--- config.mk ---
export PLATFORM = sky130hd
export DESIGN_NAME = audio_fifo_xfer
export DESIGN_NICKNAME = d
export VERILOG_FILES = /design/src/rtl/audio_fifo_pkg.sv /design/src/rtl/afifo_ring.sv /design/src/rtl/afifo_ctl.sv /design/src/rtl/audio_fifo_xfer.sv
export SDC_FILE = /design/constraint.sdc
export NUM_CORES = 2
export LEC_CHECK = 0
export BUFFER_PORTS_ARGS = -buffer_cell sky130_fd_sc_hd__buf_4
export CORE_ASPECT_RATIO = 0.7
export CORE_MARGIN = 2
export CORE_UTILIZATION = 38
export DETAILED_ROUTE_END_ITERATION = 16
export MAX_ROUTING_LAYER = met4
export PLACE_DENSITY = 0.6
export SYNTH_ARGS = -nofsm -noshare
export SYNTH_HDL_FRONTEND = slang
export SYNTH_SLANG_ARGS = --single-unit
--- constraint.sdc ---
create_clock -name clk -period 4.6 [get_ports clk]
set_clock_uncertainty 0.05 [all_clocks]
set_input_delay 0.46 -clock clk [delete_from_list [all_inputs] [get_ports clk]]
set_output_delay 0.46 -clock clk [all_outputs]
set_load 0.1 [all_outputs]
--- src/rtl/audio_fifo_pkg.sv ---
package audio_fifo_pkg;

  localparam int unsigned AW_BUS = 6;

  localparam logic [AW_BUS-1:0] OFF_CFG = 6'h00;
  localparam logic [AW_BUS-1:0] OFF_FLG = 6'h04;
  localparam logic [AW_BUS-1:0] OFF_MSK = 6'h08;
  localparam logic [AW_BUS-1:0] OFF_LVL = 6'h0C;
  localparam logic [AW_BUS-1:0] OFF_TXD = 6'h10;
  localparam logic [AW_BUS-1:0] OFF_RXD = 6'h14;

  localparam int unsigned THR_W     = 4;
  localparam logic [THR_W-1:0] THR_RST = 4'd4;
  localparam int unsigned NFLAG     = 8;
  localparam int unsigned RX_LVL_LSB = 8;

  // flag indices
  localparam int unsigned F_TX_THR = 0;
  localparam int unsigned F_TX_UDR = 1;
  localparam int unsigned F_TX_OVR = 2;
  localparam int unsigned F_TX_FLT = 3;
  localparam int unsigned F_RX_THR = 4;
  localparam int unsigned F_RX_UDR = 5;
  localparam int unsigned F_RX_OVR = 6;
  localparam int unsigned F_RX_FLT = 7;

  typedef struct packed {
    logic             en;
    logic             dma;
    logic             tx_en;
    logic             rx_en;
    logic [THR_W-1:0] rx_thr;
    logic [THR_W-1:0] tx_thr;
  } ctl_t;

  localparam ctl_t CTL_RST = '{en: 1'b0, dma: 1'b0, tx_en: 1'b0, rx_en: 1'b0,
                               rx_thr: THR_RST, tx_thr: THR_RST};

  function automatic ctl_t ctl_from_word(input logic [31:0] w);
    ctl_t c;
    c.en     = w[31];
    c.dma    = w[30];
    c.tx_en  = w[24];
    c.rx_en  = w[20];
    c.rx_thr = w[15:12];
    c.tx_thr = w[7:4];
    return c;
  endfunction

  function automatic logic [31:0] ctl_to_word(input ctl_t c);
    return {c.en, c.dma, 5'b0, c.tx_en, 3'b0, c.rx_en, 4'b0,
            c.rx_thr, 4'b0, c.tx_thr, 4'b0};
  endfunction

endpackage

--- src/rtl/afifo_ring.sv ---
module afifo_ring #(
  parameter int unsigned DEPTH = 32,
  parameter int unsigned DW    = 32,
  localparam int unsigned AW   = $clog2(DEPTH),
  localparam int unsigned CW   = $clog2(DEPTH + 1)
) (
  input  logic          clk,
  input  logic          rst_n,
  input  logic          flush,
  input  logic          push,
  input  logic          pop,
  input  logic [DW-1:0] wdata,
  output logic [DW-1:0] rdata,
  output logic [CW-1:0] cnt,
  output logic          full,
  output logic          empty
);

  logic [DW-1:0] mem [DEPTH];
  logic [AW-1:0] wp_q, wp_n, rp_q, rp_n;
  logic [CW-1:0] cnt_q, cnt_n;
  logic          do_push, do_pop;

  assign full    = (cnt_q == CW'(DEPTH));
  assign empty   = (cnt_q == '0);
  assign do_push = push & ~full & ~flush;
  assign do_pop  = pop & ~empty & ~flush;
  assign rdata   = mem[rp_q];
  assign cnt     = cnt_q;

  function automatic logic [AW-1:0] step(input logic [AW-1:0] p);
    return (p == AW'(DEPTH - 1)) ? '0 : p + 1'b1;
  endfunction

  always_comb begin
    wp_n  = wp_q;
    rp_n  = rp_q;
    cnt_n = cnt_q;
    if (flush) begin
      wp_n  = '0;
      rp_n  = '0;
      cnt_n = '0;
    end else begin
      if (do_push) wp_n = step(wp_q);
      if (do_pop)  rp_n = step(rp_q);
      case ({do_push, do_pop})
        2'b10:   cnt_n = cnt_q + 1'b1;
        2'b01:   cnt_n = cnt_q - 1'b1;
        default: cnt_n = cnt_q;
      endcase
    end
  end

  always_ff @(posedge clk or negedge rst_n) begin
    if (!rst_n) begin
      wp_q  <= '0;
      rp_q  <= '0;
      cnt_q <= '0;
    end else begin
      wp_q  <= wp_n;
      rp_q  <= rp_n;
      cnt_q <= cnt_n;
    end
  end

  always_ff @(posedge clk) begin
    if (do_push) mem[wp_q] <= wdata;
  end

endmodule

--- src/rtl/afifo_ctl.sv ---
module afifo_ctl
  import audio_fifo_pkg::*;
(
  input  logic             clk,
  input  logic             rst_n,
  input  logic             cfg_we,
  input  logic             msk_we,
  input  logic             flg_we,
  input  logic [31:0]      wdata,
  input  logic [NFLAG-1:0] flag_set,
  output ctl_t             ctl,
  output logic [NFLAG-1:0] msk,
  output logic [NFLAG-1:0] flg
);

  ctl_t             ctl_q, ctl_n;
  logic [NFLAG-1:0] msk_q, msk_n, flg_q, flg_n;

  always_comb begin
    ctl_n = ctl_q;
    if (cfg_we) ctl_n = wdata[31] ? ctl_from_word(wdata) : CTL_RST;

    if (!ctl_q.en) begin
      msk_n = '0;
      flg_n = '0;
    end else begin
      msk_n = msk_we ? wdata[NFLAG-1:0] : msk_q;
      flg_n = (flg_q & ~(flg_we ? wdata[NFLAG-1:0] : '0)) | flag_set;
    end
  end

  always_ff @(posedge clk or negedge rst_n) begin
    if (!rst_n) begin
      ctl_q <= CTL_RST;
      msk_q <= '0;
      flg_q <= '0;
    end else begin
      ctl_q <= ctl_n;
      msk_q <= msk_n;
      flg_q <= flg_n;
    end
  end

  assign ctl = ctl_q;
  assign msk = msk_q;
  assign flg = flg_q;

endmodule

--- src/rtl/audio_fifo_xfer.sv ---
module audio_fifo_xfer
  import audio_fifo_pkg::*;
#(
  parameter int unsigned DEPTH = 32,
  parameter int unsigned DW    = 32,
  localparam int unsigned CW   = $clog2(DEPTH + 1)
) (
  input  logic          clk,
  input  logic          rst_n,
  input  logic          bus_sel,
  input  logic          bus_wr,
  input  logic [5:0]    bus_addr,
  input  logic [31:0]   bus_wdata,
  output logic [31:0]   bus_rdata,
  input  logic          ser_tx_req,
  output logic [DW-1:0] ser_tx_word,
  input  logic          ser_rx_push,
  input  logic [DW-1:0] ser_rx_word,
  input  logic          tx_dma_err,
  input  logic          rx_dma_err,
  output logic          dma_tx_req,
  output logic          dma_rx_req,
  output logic          irq
);

  ctl_t             ctl;
  logic [NFLAG-1:0] msk, flg, flag_set;
  logic             wr_cfg, wr_msk, wr_flg, wr_txd, rd_rxd;
  logic             en, tx_act, rx_act;
  logic [DW-1:0]    tx_head, rx_head;
  logic [CW-1:0]    tx_cnt, rx_cnt;
  logic             tx_full, tx_empty, rx_full, rx_empty;
  logic             tx_pop;
  logic [DW-1:0]    tx_word_q, tx_word_n;

  // bus decode
  assign wr_cfg = bus_sel & bus_wr & (bus_addr == OFF_CFG);
  assign wr_msk = bus_sel & bus_wr & (bus_addr == OFF_MSK);
  assign wr_flg = bus_sel & bus_wr & (bus_addr == OFF_FLG);
  assign wr_txd = bus_sel & bus_wr & (bus_addr == OFF_TXD);
  assign rd_rxd = bus_sel & ~bus_wr & (bus_addr == OFF_RXD);

  assign en     = ctl.en;
  assign tx_act = ctl.en & ctl.tx_en;
  assign rx_act = ctl.en & ctl.rx_en;
  assign tx_pop = tx_act & ser_tx_req;

  afifo_ctl u_ctl (
    .clk      (clk),
    .rst_n    (rst_n),
    .cfg_we   (wr_cfg),
    .msk_we   (wr_msk),
    .flg_we   (wr_flg),
    .wdata    (bus_wdata),
    .flag_set (flag_set),
    .ctl      (ctl),
    .msk      (msk),
    .flg      (flg)
  );

  afifo_ring #(.DEPTH(DEPTH), .DW(DW)) u_txq (
    .clk   (clk),
    .rst_n (rst_n),
    .flush (~en),
    .push  (wr_txd),
    .pop   (tx_pop),
    .wdata (bus_wdata[DW-1:0]),
    .rdata (tx_head),
    .cnt   (tx_cnt),
    .full  (tx_full),
    .empty (tx_empty)
  );

  afifo_ring #(.DEPTH(DEPTH), .DW(DW)) u_rxq (
    .clk   (clk),
    .rst_n (rst_n),
    .flush (~en),
    .push  (rx_act & ser_rx_push),
    .pop   (rd_rxd),
    .wdata (ser_rx_word),
    .rdata (rx_head),
    .cnt   (rx_cnt),
    .full  (rx_full),
    .empty (rx_empty)
  );

  // event detection
  always_comb begin
    flag_set           = '0;
    flag_set[F_TX_THR] = tx_act & (tx_cnt < CW'(ctl.tx_thr));
    flag_set[F_TX_UDR] = tx_pop & tx_empty;
    flag_set[F_TX_OVR] = en & wr_txd & tx_full;
    flag_set[F_TX_FLT] = en & tx_dma_err;
    flag_set[F_RX_THR] = rx_act & (rx_cnt >= CW'(ctl.rx_thr));
    flag_set[F_RX_UDR] = en & rd_rxd & rx_empty;
    flag_set[F_RX_OVR] = rx_act & ser_rx_push & rx_full;
    flag_set[F_RX_FLT] = en & rx_dma_err;
  end

  // playback word register
  always_comb begin
    tx_word_n = tx_word_q;
    if (!en)         tx_word_n = '0;
    else if (tx_pop) tx_word_n = tx_empty ? '0 : tx_head;
  end

  always_ff @(posedge clk or negedge rst_n) begin
    if (!rst_n) tx_word_q <= '0;
    else        tx_word_q <= tx_word_n;
  end

  assign ser_tx_word = tx_word_q;

  // read mux
  always_comb begin
    bus_rdata = '0;
    case (bus_addr)
      OFF_CFG: bus_rdata = ctl_to_word(ctl);
      OFF_FLG: bus_rdata = 32'(flg);
      OFF_MSK: bus_rdata = 32'(msk);
      OFF_LVL: begin
        bus_rdata[CW-1:0]                   = CW'(DEPTH) - tx_cnt;
        bus_rdata[RX_LVL_LSB +: CW]         = rx_cnt;
      end
      OFF_RXD: bus_rdata = rx_empty ? '0 : 32'(rx_head);
      default: bus_rdata = '0;
    endcase
  end

  assign irq        = |(flg & msk);
  assign dma_tx_req = tx_act & ctl.dma & ~tx_full;
  assign dma_rx_req = rx_act & ctl.dma & ~rx_empty & (rx_cnt >= CW'(ctl.rx_thr));

endmodule

==> flow_metrics.env <==
export IMPL_gp_congestion=0.794
export IMPL_fin_nets=4183
export IMPL_drc=0
export IMPL_final_core_util_pct=44.6
export IMPL_finalPower_mw=38.7
export IMPL_drtIter0Drc=5371
export IMPL_avgSynthCellArea_um2=22.5
export IMPL_cts_root_buf="clkbuf_16"
export IMPL_rsz0062_at_grt="false"
export IMPL_synth_warning_count=0
export IMPL_cts_tree="yes"
export IMPL_wl_per_cell_um=31.0
export IMPL_path_class="reg -> out"
export IMPL_synth_top_area_cell="edfxtp_1"
export IMPL_dp_cells=6704
export IMPL_maxSlewHeadroom_pct=26.6
export IMPL_leakagePower_nw=29.5
export IMPL_hpwlAfterDp_mm=124
export IMPL_grt_pass1_wl_mm=312
export IMPL_numCtsBuffers=204
export IMPL_drtPass1Iterations=7
export IMPL_holdWs_ps=56.2
export IMPL_fin_cells=7162
export IMPL_grt_ovfl_total=0
export IMPL_place_area_um2=89500
export IMPL_fin_ws_ps=162
export IMPL_required_ps=4090
export IMPL_h_tree_depth=4
export IMPL_finalCriticalPeriod_ps=4440
export IMPL_worstMarginPinSlew_ps=1100
export IMPL_row_count=143
export IMPL_grt_use_total_pct=20.3
export IMPL_antenna_left=0
export IMPL_clk_pin_slew_ps=60
export IMPL_start_kind="flop"
export IMPL_vdd_drop_max_mv=0.310
export IMPL_finalSetupViolations=0
export IMPL_synth_simple_gate_area_share_pct=2.18
export IMPL_die_w_um=563
export IMPL_clk_latency_ps=830
export IMPL_clock_path_buffers=3
export IMPL_grt_max_degree=59
export IMPL_vias_per_cell=5.74
export IMPL_worstRegToRegCells=11
export IMPL_drv_cap=0
export IMPL_grt_pass1_vias=40600
export IMPL_synth_fp_nets=3800
export IMPL_muxShareOfSynthArea_pct=17.7
export IMPL_numClockSinks=2140
export IMPL_io_buffer_count=144
export IMPL_power_density_nw_per_um2=399
export IMPL_cts_resized=0
export IMPL_ys_flop_type="edfxtp_1"
export IMPL_crit_arrival_ps=3930
export IMPL_syn_area_um2=83100
export IMPL_fin_crit_sh_pct=96.5
export IMPL_slew_violations=0
export IMPL_yosys_area_top_type_share_pct=74.0
export IMPL_ys_ff_latch=2140
export IMPL_setup_tns_final_ps=0
export IMPL_hold_viol=0
export IMPL_synthXorXnorAreaFrac_pct=0.126
export IMPL_antenna_found_initial=19
export IMPL_fmax_ghz=0.225
export IMPL_synth_edf_count=2048
export IMPL_num_io_pins=145
export IMPL_synth_cells=3694
export IMPL_whs_endpoint="u_txq.mem[21][7]$_DFFE_PP_"
export IMPL_hold_path_startpoint="bus_wdata[7]"
export IMPL_core_um2=217000
export IMPL_hp_class="in -> reg"
export IMPL_cp_max_fo=28
export IMPL_cp_end_kind="output pin"
export IMPL_status="finished clean"
export IMPL_dieArea_um2=223000
export IMPL_synth_compound_area_share_pct=1.71
export IMPL_synthAdderAreaFrac_pct=0.421
export IMPL_fin_area_um2=97000
export IMPL_vias=41100
export IMPL_synth_cell_type_count=78
export IMPL_hold_path_depth=1
export IMPL_drt_total_wl_mm=222
export IMPL_synth_top_family_by_area="multiplexers"
export IMPL_reg2reg_setup_slack_ps=1020
export IMPL_drive_above_1_share_pct=31.6
export IMPL_start_util_pct=38.3
export IMPL_synth_area_leaders="edfxtp_1 74%, mux4_2 16%, dfrtp_1 2.7%"
export IMPL_r2r_start="u_rxq.cnt[0]$_DFFE_PN0P_"
export IMPL_place_ws_ps=802
export IMPL_areaGrowthSynthToFinish_pct=16.6
export IMPL_synth_async_reset_ratio_pct=4.30
export IMPL_synth_seq_area_share_pct=76.7
export IMPL_die_h_um=395
export IMPL_r2r_end="u_rxq.cnt[5]$_DFFE_PN0P_"
layer usage:
metal  vias to the layer above  part of all wire (%)  global-route usage (%)
met5                         -                     0                       -
met4                         0                   2.2                    4.59
met3                       312                   9.0                    4.20
met2                      1952                    44                    28.4
met1                     22500                    45                    30.6
li1                      16400                     -                       -
worst max path at each step:
stage          slack, ps                       from             to  depth (start not counted)
2_1_floorplan        750  u_rxq.rp_q[1]$_DFFE_PN0P_   bus_rdata[5]                          6
3_3_place_gp         800  u_rxq.rp_q[0]$_DFFE_PN0P_  bus_rdata[20]                          7
3_5_place_dp         800  u_rxq.rp_q[0]$_DFFE_PN0P_  bus_rdata[20]                          7
4_1_cts               50  u_rxq.rp_q[1]$_DFFE_PN0P_  bus_rdata[29]                          7
5_1_grt               20  u_rxq.rp_q[0]$_DFFE_PN0P_  bus_rdata[20]                          7
6_report             160  u_rxq.rp_q[0]$_DFFE_PN0P_  bus_rdata[20]                          7
Yosys cell counts, drive strengths merged (4+ instances only):
library cell,number
a211oi,4
a21oi,32
a222oi,5
a22oi,20
a31oi,6
a32o,6
and3,8
buf,104
clkbuf,95
dfrtp,90
edfxtp,2048
ha,28
inv,21
mux2,65
mux2i,62
mux4,593
nand2,97
nand2b,9
nand3,24
nand3b,8
nor2,126
nor2b,36
nor3,11
nor3b,6
nor4,6
nor4b,6
o211ai,10
o21ai,32
o22ai,33
o31ai,34
or3,8
or4,8
or4b,4
xnor2,10
cell families (layout without fill, tap and decap cells):
logic type               Yosys count  count (layout)
flip-flops                      2140            2140
multiplexers                     720             720
AND/OR/NAND/NOR                  367             367
buffers and inverters            221             775
AO/OA/AOI/OAI                    206             206
adder cells (fa/ha/maj)           28              28
XOR/XNOR                          12              12
other                              0              14
report_power, final:
group          switching, mW  internal, mW
sequential           0.00811          21.3
combinational          0.364        0.0990
clock                   7.43          9.48
placed cells by master, fill, tap and decap left out, types with 28 or more instances in the layout:
cell type and n:
edfxtp_1 2048, mux4_2 593, buf_4 254, clkbuf_16 205, nand2_1 97, dfrtp_1 81, nor2_4 65, dlygate4sd3_1 65
mux2i_1 62, nor2_1 61, buf_12 57, clkbuf_1 51, mux2_2 50, clkinv_1 37, nor2b_1 36, o31ai_1 33
o22ai_1 33, a21oi_1 32, clkinv_2 31, ha_1 28
critical path, cell delays in order (launching register included):
cell and delay, ps:
dfrtp_4 690, buf_12 310, buf_12 240, mux4_2 530
mux4_2 510, nand2b_1 170, a32o_1 340, buf_4 250
repair_timing:
action | CTS | global route
hold buffers | 65 | 0
setup endpoints to repair | 3 | 3
setup buffers | 1 | 1
hold endpoints to repair | 1752 | 0
pin swaps | 0 | 0
sequential cells by signal (all words and copies together), names as in the netlist:
name         cells
u_ctl.flg        8
u_txq.mem     1024
u_txq.rp_q       5
u_ctl.ctl       12
u_rxq.rp_q       5
ser_tx_word     32
u_txq.wp_q       5
u_rxq.wp_q       5
u_rxq.mem     1024
u_ctl.msk        8
u_rxq.cnt        6
u_txq.cnt        6
area by class of cell:
type | count | area [um2]
Inverter | 22 | 82.6
Sequential cell | 2140 | 63800
Multi-Input combinational cell | 1333 | 18900
Clock buffer | 264 | 5430
Antenna cell | 14 | 35.0
Fill cell | 18200 | 120000
Timing Repair Buffer | 376 | 3700
Tap cell | 2900 | 3630
Clock inverter | 113 | 1340
Note: power is estimated with default switching activity, not from simulation.
